[src/rtl/hba_pkg.sv]
package hba_pkg;

  typedef enum logic [1:0] {
    ST_IDLE  = 2'd0,
    ST_ISSUE = 2'd1,
    ST_WAIT  = 2'd2,
    ST_ACK   = 2'd3
  } hbaState_t;

  // Strobes sent from control to datapath
  typedef struct packed {
    logic ldAddr;   // capture address and space
    logic ldWide;   // capture full host word
    logic ldByte;   // write host byte into lane laneHi
    logic ldRd;     // latch internal read word
    logic setLane;  // remember lane for byte read return
    logic laneHi;   // decoded lane of current byte
  } hbaStrobe_t;

endpackage

[src/rtl/hba_datapath.sv]
module hba_datapath
  import hba_pkg::*;
#(
  parameter int ADDR_W = 12,
  parameter int WORD_W = 16
) (
  input  logic              clk,
  input  logic              rstN,
  input  hbaStrobe_t        stb,
  input  logic              cfgWide,
  input  logic              hostSpace,
  input  logic [ADDR_W-1:0] hostAddr,
  input  logic [WORD_W-1:0] hostWrData,
  input  logic [WORD_W-1:0] intRdData,
  output logic [ADDR_W-1:0] intAddr,
  output logic              intMem,
  output logic [WORD_W-1:0] intWrData,
  output logic [WORD_W-1:0] hostRdData
);

  localparam int LANES  = 2;
  localparam int BYTE_W = WORD_W / LANES;

  logic [ADDR_W-1:0] addrQ;
  logic              spaceQ;
  logic [WORD_W-1:0] rdWordQ;
  logic              rdHiQ;
  logic [BYTE_W-1:0] rdByte;

  always_ff @(posedge clk or negedge rstN) begin
    if (!rstN) begin
      addrQ  <= '0;
      spaceQ <= 1'b0;
    end else if (stb.ldAddr) begin
      addrQ  <= hostAddr;
      spaceQ <= hostSpace;
    end
  end

  // Write word doubles as the byte holding register: each byte lands in its lane
  for (genvar b = 0; b < LANES; b++) begin : gLane
    logic [BYTE_W-1:0] laneQ;
    always_ff @(posedge clk or negedge rstN) begin
      if (!rstN) begin
        laneQ <= '0;
      end else if (stb.ldWide) begin
        laneQ <= hostWrData[b*BYTE_W +: BYTE_W];
      end else if (stb.ldByte && (stb.laneHi == 1'(b))) begin
        laneQ <= hostWrData[BYTE_W-1:0];
      end
    end
    assign intWrData[b*BYTE_W +: BYTE_W] = laneQ;
  end

  always_ff @(posedge clk or negedge rstN) begin
    if (!rstN) begin
      rdWordQ <= '0;
      rdHiQ   <= 1'b0;
    end else begin
      if (stb.ldRd)    rdWordQ <= intRdData;
      if (stb.setLane) rdHiQ   <= stb.laneHi;
    end
  end

  always_comb begin
    rdByte = rdHiQ ? rdWordQ[WORD_W-1 -: BYTE_W] : rdWordQ[BYTE_W-1:0];
    if (cfgWide) hostRdData = rdWordQ;
    else         hostRdData = {{(WORD_W-BYTE_W){1'b0}}, rdByte};
  end

  assign intAddr = addrQ;
  assign intMem  = spaceQ;

  // Wide load and byte load never come together
  AST_ONE_LOAD: assert property (@(posedge clk) disable iff (!rstN)
    !(stb.ldWide && stb.ldByte)) else $error("load conflict");

endmodule

[src/rtl/hba_ctrl.sv]
module hba_ctrl
  import hba_pkg::*;
(
  input  logic       clk,
  input  logic       rstN,
  input  logic       cfgWide,
  input  logic       cfgPol,
  input  logic       cfgHiFirst,
  input  logic       hostStb,
  input  logic       hostRw,
  input  logic       hostLane,
  output hbaStrobe_t stb,
  output logic       intReq,
  output logic       intWe,
  output logic       hostAck,
  output logic       seqErr
);

  hbaState_t stateQ, stateD;
  logic       stbQ;
  logic       weQ, weD;
  logic       pairHalfQ, pairHalfD;
  logic       heldHiQ, heldHiD;
  logic       pairWeQ, pairWeD;
  logic       errQ, errD;
  logic [2:0] cfgQ;

  logic start, isRead, laneHi, expHi, secondOk, narrowErr, cfgChg;

  always_comb begin
    start     = hostStb && !stbQ && (stateQ == ST_IDLE);
    isRead    = cfgWide ? (cfgPol ? hostRw : !hostRw) : hostRw;
    laneHi    = cfgPol ? !hostLane : hostLane;
    expHi     = pairHalfQ ? !heldHiQ : cfgHiFirst;
    secondOk  = pairHalfQ && (laneHi == expHi) && (pairWeQ == !isRead);
    narrowErr = !secondOk && (pairHalfQ || (laneHi != cfgHiFirst));
    cfgChg    = ({cfgWide, cfgPol, cfgHiFirst} != cfgQ);
  end

  always_comb begin
    stb        = '0;
    stb.laneHi = laneHi;
    stateD     = stateQ;
    weD        = weQ;
    pairHalfD  = pairHalfQ;
    heldHiD    = heldHiQ;
    pairWeD    = pairWeQ;
    errD       = errQ;
    unique case (stateQ)
      ST_IDLE: begin
        if (start) begin
          if (cfgWide) begin
            stb.ldAddr = 1'b1;
            stb.ldWide = 1'b1;
            weD        = !isRead;
            stateD     = ST_ISSUE;
          end else begin
            stb.setLane = 1'b1;
            if (narrowErr) errD = 1'b1;
            if (secondOk) begin
              pairHalfD = 1'b0;
              if (!isRead) begin
                stb.ldByte = 1'b1;
                weD        = 1'b1;
                stateD     = ST_ISSUE;
              end else begin
                stateD = ST_ACK;
              end
            end else begin
              pairHalfD  = 1'b1;
              heldHiD    = laneHi;
              pairWeD    = !isRead;
              stb.ldAddr = 1'b1;
              if (!isRead) begin
                stb.ldByte = 1'b1;
                stateD     = ST_ACK;
              end else begin
                weD    = 1'b0;
                stateD = ST_ISSUE;
              end
            end
          end
        end
      end
      ST_ISSUE: stateD = weQ ? ST_ACK : ST_WAIT;
      ST_WAIT: begin
        stb.ldRd = 1'b1;
        stateD   = ST_ACK;
      end
      ST_ACK:  stateD = ST_IDLE;
      default: stateD = ST_IDLE;
    endcase
    if (cfgChg) pairHalfD = 1'b0;
  end

  always_ff @(posedge clk or negedge rstN) begin
    if (!rstN) begin
      stateQ    <= ST_IDLE;
      stbQ      <= 1'b0;
      weQ       <= 1'b0;
      pairHalfQ <= 1'b0;
      heldHiQ   <= 1'b0;
      pairWeQ   <= 1'b0;
      errQ      <= 1'b0;
      cfgQ      <= '0;
    end else begin
      stateQ    <= stateD;
      stbQ      <= hostStb;
      weQ       <= weD;
      pairHalfQ <= pairHalfD;
      heldHiQ   <= heldHiD;
      pairWeQ   <= pairWeD;
      errQ      <= errD;
      cfgQ      <= {cfgWide, cfgPol, cfgHiFirst};
    end
  end

  assign intReq  = (stateQ == ST_ISSUE);
  assign intWe   = intReq && weQ;
  assign hostAck = (stateQ == ST_ACK);
  assign seqErr  = errQ;

  AST_ACK_PULSE: assert property (@(posedge clk) disable iff (!rstN)
    hostAck |=> !hostAck) else $error("ack longer than one cycle");
  AST_REQ_PULSE: assert property (@(posedge clk) disable iff (!rstN)
    intReq |=> !intReq) else $error("request longer than one cycle");
  AST_ERR_STICKY: assert property (@(posedge clk) disable iff (!rstN)
    seqErr |=> seqErr) else $error("sequence flag cleared");
  AST_WIDE_NO_HALF: assert property (@(posedge clk) disable iff (!rstN)
    (cfgWide && !cfgChg) |-> !pairHalfQ) else $error("half pair in wide mode");
  AST_REQ_AFTER_START: assert property (@(posedge clk) disable iff (!rstN)
    intReq |-> $past(stateQ) != ST_ACK) else $error("request right after ack");

endmodule

[src/rtl/hbus_byte_adapter.sv]
module hbus_byte_adapter
  import hba_pkg::*;
#(
  parameter int ADDR_W = 12,
  parameter int WORD_W = 16
) (
  input  logic              clk,
  input  logic              rstN,
  input  logic              cfgWide,
  input  logic              cfgPol,
  input  logic              cfgHiFirst,
  input  logic              hostStb,
  input  logic              hostRw,
  input  logic              hostLane,
  input  logic              hostSpace,
  input  logic [ADDR_W-1:0] hostAddr,
  input  logic [WORD_W-1:0] hostWrData,
  output logic [WORD_W-1:0] hostRdData,
  output logic              hostAck,
  output logic              seqErr,
  output logic              intReq,
  output logic              intWe,
  output logic              intMem,
  output logic [ADDR_W-1:0] intAddr,
  output logic [WORD_W-1:0] intWrData,
  input  logic [WORD_W-1:0] intRdData
);

  hbaStrobe_t stb;

  hba_ctrl uCtrl (
    .clk        (clk),
    .rstN       (rstN),
    .cfgWide    (cfgWide),
    .cfgPol     (cfgPol),
    .cfgHiFirst (cfgHiFirst),
    .hostStb    (hostStb),
    .hostRw     (hostRw),
    .hostLane   (hostLane),
    .stb        (stb),
    .intReq     (intReq),
    .intWe      (intWe),
    .hostAck    (hostAck),
    .seqErr     (seqErr)
  );

  hba_datapath #(.ADDR_W(ADDR_W), .WORD_W(WORD_W)) uData (
    .clk        (clk),
    .rstN       (rstN),
    .stb        (stb),
    .cfgWide    (cfgWide),
    .hostSpace  (hostSpace),
    .hostAddr   (hostAddr),
    .hostWrData (hostWrData),
    .intRdData  (intRdData),
    .intAddr    (intAddr),
    .intMem     (intMem),
    .intWrData  (intWrData),
    .hostRdData (hostRdData)
  );

endmodule

[config.mk]
export PLATFORM = sky130hd
export DESIGN_NAME = hbus_byte_adapter
export DESIGN_NICKNAME = d
export VERILOG_FILES = /design/src/rtl/hba_pkg.sv /design/src/rtl/hba_datapath.sv /design/src/rtl/hba_ctrl.sv /design/src/rtl/hbus_byte_adapter.sv
export SDC_FILE = /design/constraint.sdc
export NUM_CORES = 1
export LEC_CHECK = 0
export ABC_AREA = 1
export ABC_CLOCK_PERIOD_IN_PS = 4700
export BUFFER_PORTS_ARGS = -buffer_cell sky130_fd_sc_hd__buf_2
export CAP_MARGIN = 30
export CORE_ASPECT_RATIO = 1.4
export CORE_MARGIN = 2
export CORE_UTILIZATION = 30
export DETAILED_ROUTE_END_ITERATION = 8
export REMOVE_ABC_BUFFERS = 1
export SLEW_MARGIN = 20
export SYNTH_ARGS = -nofsm -noshare
export SYNTH_HDL_FRONTEND = slang
export SYNTH_SLANG_ARGS = --single-unit
[constraint.sdc]
create_clock -name clk -period 4.7 [get_ports clk]
set_input_delay 0.47 -clock clk [delete_from_list [all_inputs] [get_ports clk]]
set_output_delay 0.47 -clock clk [all_outputs]
set_load 0.05 [all_outputs]
==> reports/results.md <==
## Status
* **result of the run** complete, no violations

## Route
* **total detailed-routing wirelength** 6.296 mm
* **remaining routing DRC violations** 0
* **number of DRC violations after detailed-routing iteration 0** 60
* **first-pass iteration count of the detailed router** 4
* **post-route antenna net violation count** 0
* **detailed-route wire length per cell** 12.35 µm
* **overall via count from detail_route** 2272
* **ratio of routed vias to standard cells** 4.455

## Logic synthesis
* **cell type with the highest aggregate area in the netlist** sky130_fd_sc_hd__dfrtp_1
* **most frequent cells after synthesis** sky130_fd_sc_hd__nand2_1 (76), sky130_fd_sc_hd__dfrtp_1 (57), sky130_fd_sc_hd__inv_1 (31)
* **top cells by area, synth** sky130_fd_sc_hd__dfrtp_1 (53%), sky130_fd_sc_hd__nand2_1 (11%), sky130_fd_sc_hd__nand3_1 (5.4%)
* **YS warnings** 0
* **share of the synthesized area in the top cell type** 0.5283
* **sequential fraction of the synthesis area** 0.5283
* **count of state elements after synthesis** 57
* **number of flops mapped to enable cells by yosys** 0
* **library cells used by synthesis** 27
* **leading cell type by number of instances after synthesis** sky130_fd_sc_hd__nand2_1
* **Top FF cell, synth** sky130_fd_sc_hd__dfrtp_1
* **post-synthesis async set-or-reset flop share** 1.000
* **number of instances in the synthesized netlist** 294
* **total standard cell area after synthesis** 0.002700 mm²
* **syn_area_per_cell** 9.184 µm²

## Final layout
* **multi-input logic area** 0.001092 mm²
* **final std cell area, no fill** 0.003593 mm²
* **Filler Cell Count** 917
* **area taken by flip-flops and latches** 0.001426 mm²
* **Area Growth Syn to Fin** 33.09%
* **Antenna Diode Count** 0
* **fin nets** 457
* **share of post-route cells with drive strength above 1** 0.3797

## Die
* **effective utilization at floorplan** 0.3042
* **Die Y-Extent** 116.3 µm
* **Cell Rows** 41
* **count of boundary I/O pins** 102
* **floorplan die width** 84.18 µm
* **Die ar.** 0.009786 mm²
* **total core area** 0.008875 mm²

## STA
* **pin slew with the least headroom to its limit** 800.3 ps
* **final clock skew** 5.493 ps
* **Setup Total Neg Slack** 0 ps
* **Final Hold Fails** 0
* **number of max-slew violations in the final report** 0
* **Max-slew headroom** 0.4664
* **fin crit period** 2175 ps
* **Tcrit/Tclk final** 0.4627
* **Final setup viols** 0
* **maximum frequency from static timing analysis** 0.4598 GHz
* **setup repair after global routing missed its margin** false

## Global route
* **GRT Util Overall** 0.1343
* **via count of the first global-routing pass** 2215
* **global-route wire length before repair** 10.35 mm
* **maximum number of pins on one net before global-route repair** 58
* **initial antenna violation count** 0
* **GRT overflow** 0

## Critical path
* **crit path launch type** input pin
* **RR Endpoint** uData.gLane[1].laneQ[5]
* **cells on worst reg2reg path** 9
* **worst setup path category** input pin to primary output
* **worst setup slack for register-to-register paths** 2550 ps
* **launch point of the worst reg-to-reg path** uCtrl.stateQ[0]
* **critical path capture point type** primary output
* **CP max FO** 16
* **endpoint of the worst setup timing path** hostRdData[6]
* **launching element of the worst setup path** cfgWide
* **critical path required time** 4230 ps
* **data arrival time at the worst-slack endpoint** 1700 ps

## Hold path
* **Hold WC Path Type** input pin to flip-flop

## Clock tree
* **H-Tree Depth** 3
* **TritonCTS buffer count** 9
* **clock-pin transition on the worst setup and hold timing paths** 50 ps
* **clock tree root buffer cell** sky130_fd_sc_hd__clkbuf_16
* **post_cts resized** 0
* **Skew-Pair Late Insertion Delay** 320 ps
* **clock tree from TritonCTS** done
* **setup bufs post-CTS** 0
* **clock tree sinks** 57
* **CTS max path bufs** 2
* **hold-fix buffers at CTS** 0

## Power and ir drop
* **peak supply drop** 0.3849 mV
* **leakage component of the power** 1.919 nW
* **power density over the cells** 796.2 mW/mm²

## Run
* **number of violations of the max-capacitance limit** 0

## Placed design
* **DP Area** 0.003297 mm²
* **total half-perimeter wirelength after legalization and detailed placement** 4.654 mm
* **RePlAce Congestion** 0.7800
* **PortBufs** 101

[cell usage in the layout (no fill, tap or decap), types with 2 or more instances in the layout]
master                        n
sky130_fd_sc_hd__a21oi_1      6
sky130_fd_sc_hd__nor2_1       9
sky130_fd_sc_hd__nor2_2       5
sky130_fd_sc_hd__nand2_4      2
sky130_fd_sc_hd__clkbuf_8     2
sky130_fd_sc_hd__buf_2      101
sky130_fd_sc_hd__ha_1         5
sky130_fd_sc_hd__clkinv_2     2
sky130_fd_sc_hd__inv_1       31
sky130_fd_sc_hd__clkbuf_16    9
sky130_fd_sc_hd__inv_2        4
sky130_fd_sc_hd__nor2_4       2
sky130_fd_sc_hd__o21ai_0     22
sky130_fd_sc_hd__dfrtp_1     57
sky130_fd_sc_hd__o211ai_1     2
sky130_fd_sc_hd__mux2_2       8
sky130_fd_sc_hd__xnor2_1      3
sky130_fd_sc_hd__nand2_1     76
sky130_fd_sc_hd__mux2_1       6
sky130_fd_sc_hd__nand3_1     29
sky130_fd_sc_hd__nand2_2     13
[stage by stage]
step	hold slack, ps	worst slack [ps]	power (mW)	instances	util
after detailed placement	460.6	2503	2.246	495	0.3715
after CTS	263.2	2497	2.900	510	0.4049
after floorplan	174.4	2288	1.915	286	-
after global placement	460.2	2527	2.220	495	0.3715
after global routing	265.9	2324	3.047	510	0.4049
final	279.0	2525	2.861	510	0.4049
[report_power, final]
part           leakage [nW]  internal, mW  switching [mW]
Sequential            0.695         0.714           0.121
Clock                 0.148         0.433           0.207
Combinational          1.08         0.348            1.04
Total                  1.92          1.50            1.37
[state kept, by name, summed over array words and instances, names as in the netlist]
name	count
uData.gLane.laneQ	16
uData.rdWordQ	16
uData.intAddr	12
uCtrl.cfgQ	3
uCtrl.stateQ	2
uCtrl.heldHiQ	1
uCtrl.pairHalfQ	1
uCtrl.pairWeQ	1
uCtrl.seqErr	1
uCtrl.stbQ	1
uCtrl.weQ	1
uData.intMem	1
uData.rdHiQ	1
[routing by layer]
layer	wire length (µm)	track usage	share of wire	vias to the layer above
li1	-	-	-	1147
met1	2730	0.1553	0.43	1046
met2	3049	0.2249	0.48	72
met3	427	0.04523	0.068	7
met4	89	0.06344	0.014	0
met5	0	0	0	-
[critical path, cell delays in order]
cell and delay, ps:
sky130_fd_sc_hd__buf_2 260, sky130_fd_sc_hd__inv_2 130, sky130_fd_sc_hd__nand2_1 370, sky130_fd_sc_hd__nand2_1 90
sky130_fd_sc_hd__o21ai_0 90, sky130_fd_sc_hd__buf_2 290
[logic make-up after synthesis]
family | synth area share
buffers and inverters | 0.06719
AO/OA/AOI/OAI | 0.06951
adder cells (fa/ha/maj) | 0.02317
multiplexers | 0.05839
AND/OR/NAND/NOR | 0.2405
XOR/XNOR | 0.01298
flip-flops | 0.5283
[cell type report]
| type | instances | area share |
|---|---|---|
| multi-input combinational | 194 | 0.3040 |
| clock inverter | 3 | 0.01114 |
| sequential | 57 | 0.3969 |
| tap | 107 | 0.03726 |
| clock buffer | 12 | 0.07138 |
| inverter | 35 | 0.03656 |
| timing repair buffer | 102 | 0.1428 |
[worst min-delay path by stage]
stage,startpoint,to,depth (start not counted),slack (ps)
floorplan,rstN,uCtrl.cfgQ[0],0,170
global placement,uData.intAddr[11],uData.intAddr[11],2,460
detailed placement,uData.intAddr[6],uData.intAddr[6],2,460
CTS,hostStb,uCtrl.stbQ,1,260
global route,hostStb,uCtrl.stbQ,1,270
finish,hostStb,uCtrl.stbQ,1,280
Note: power is estimated with default switching activity, not from simulation.
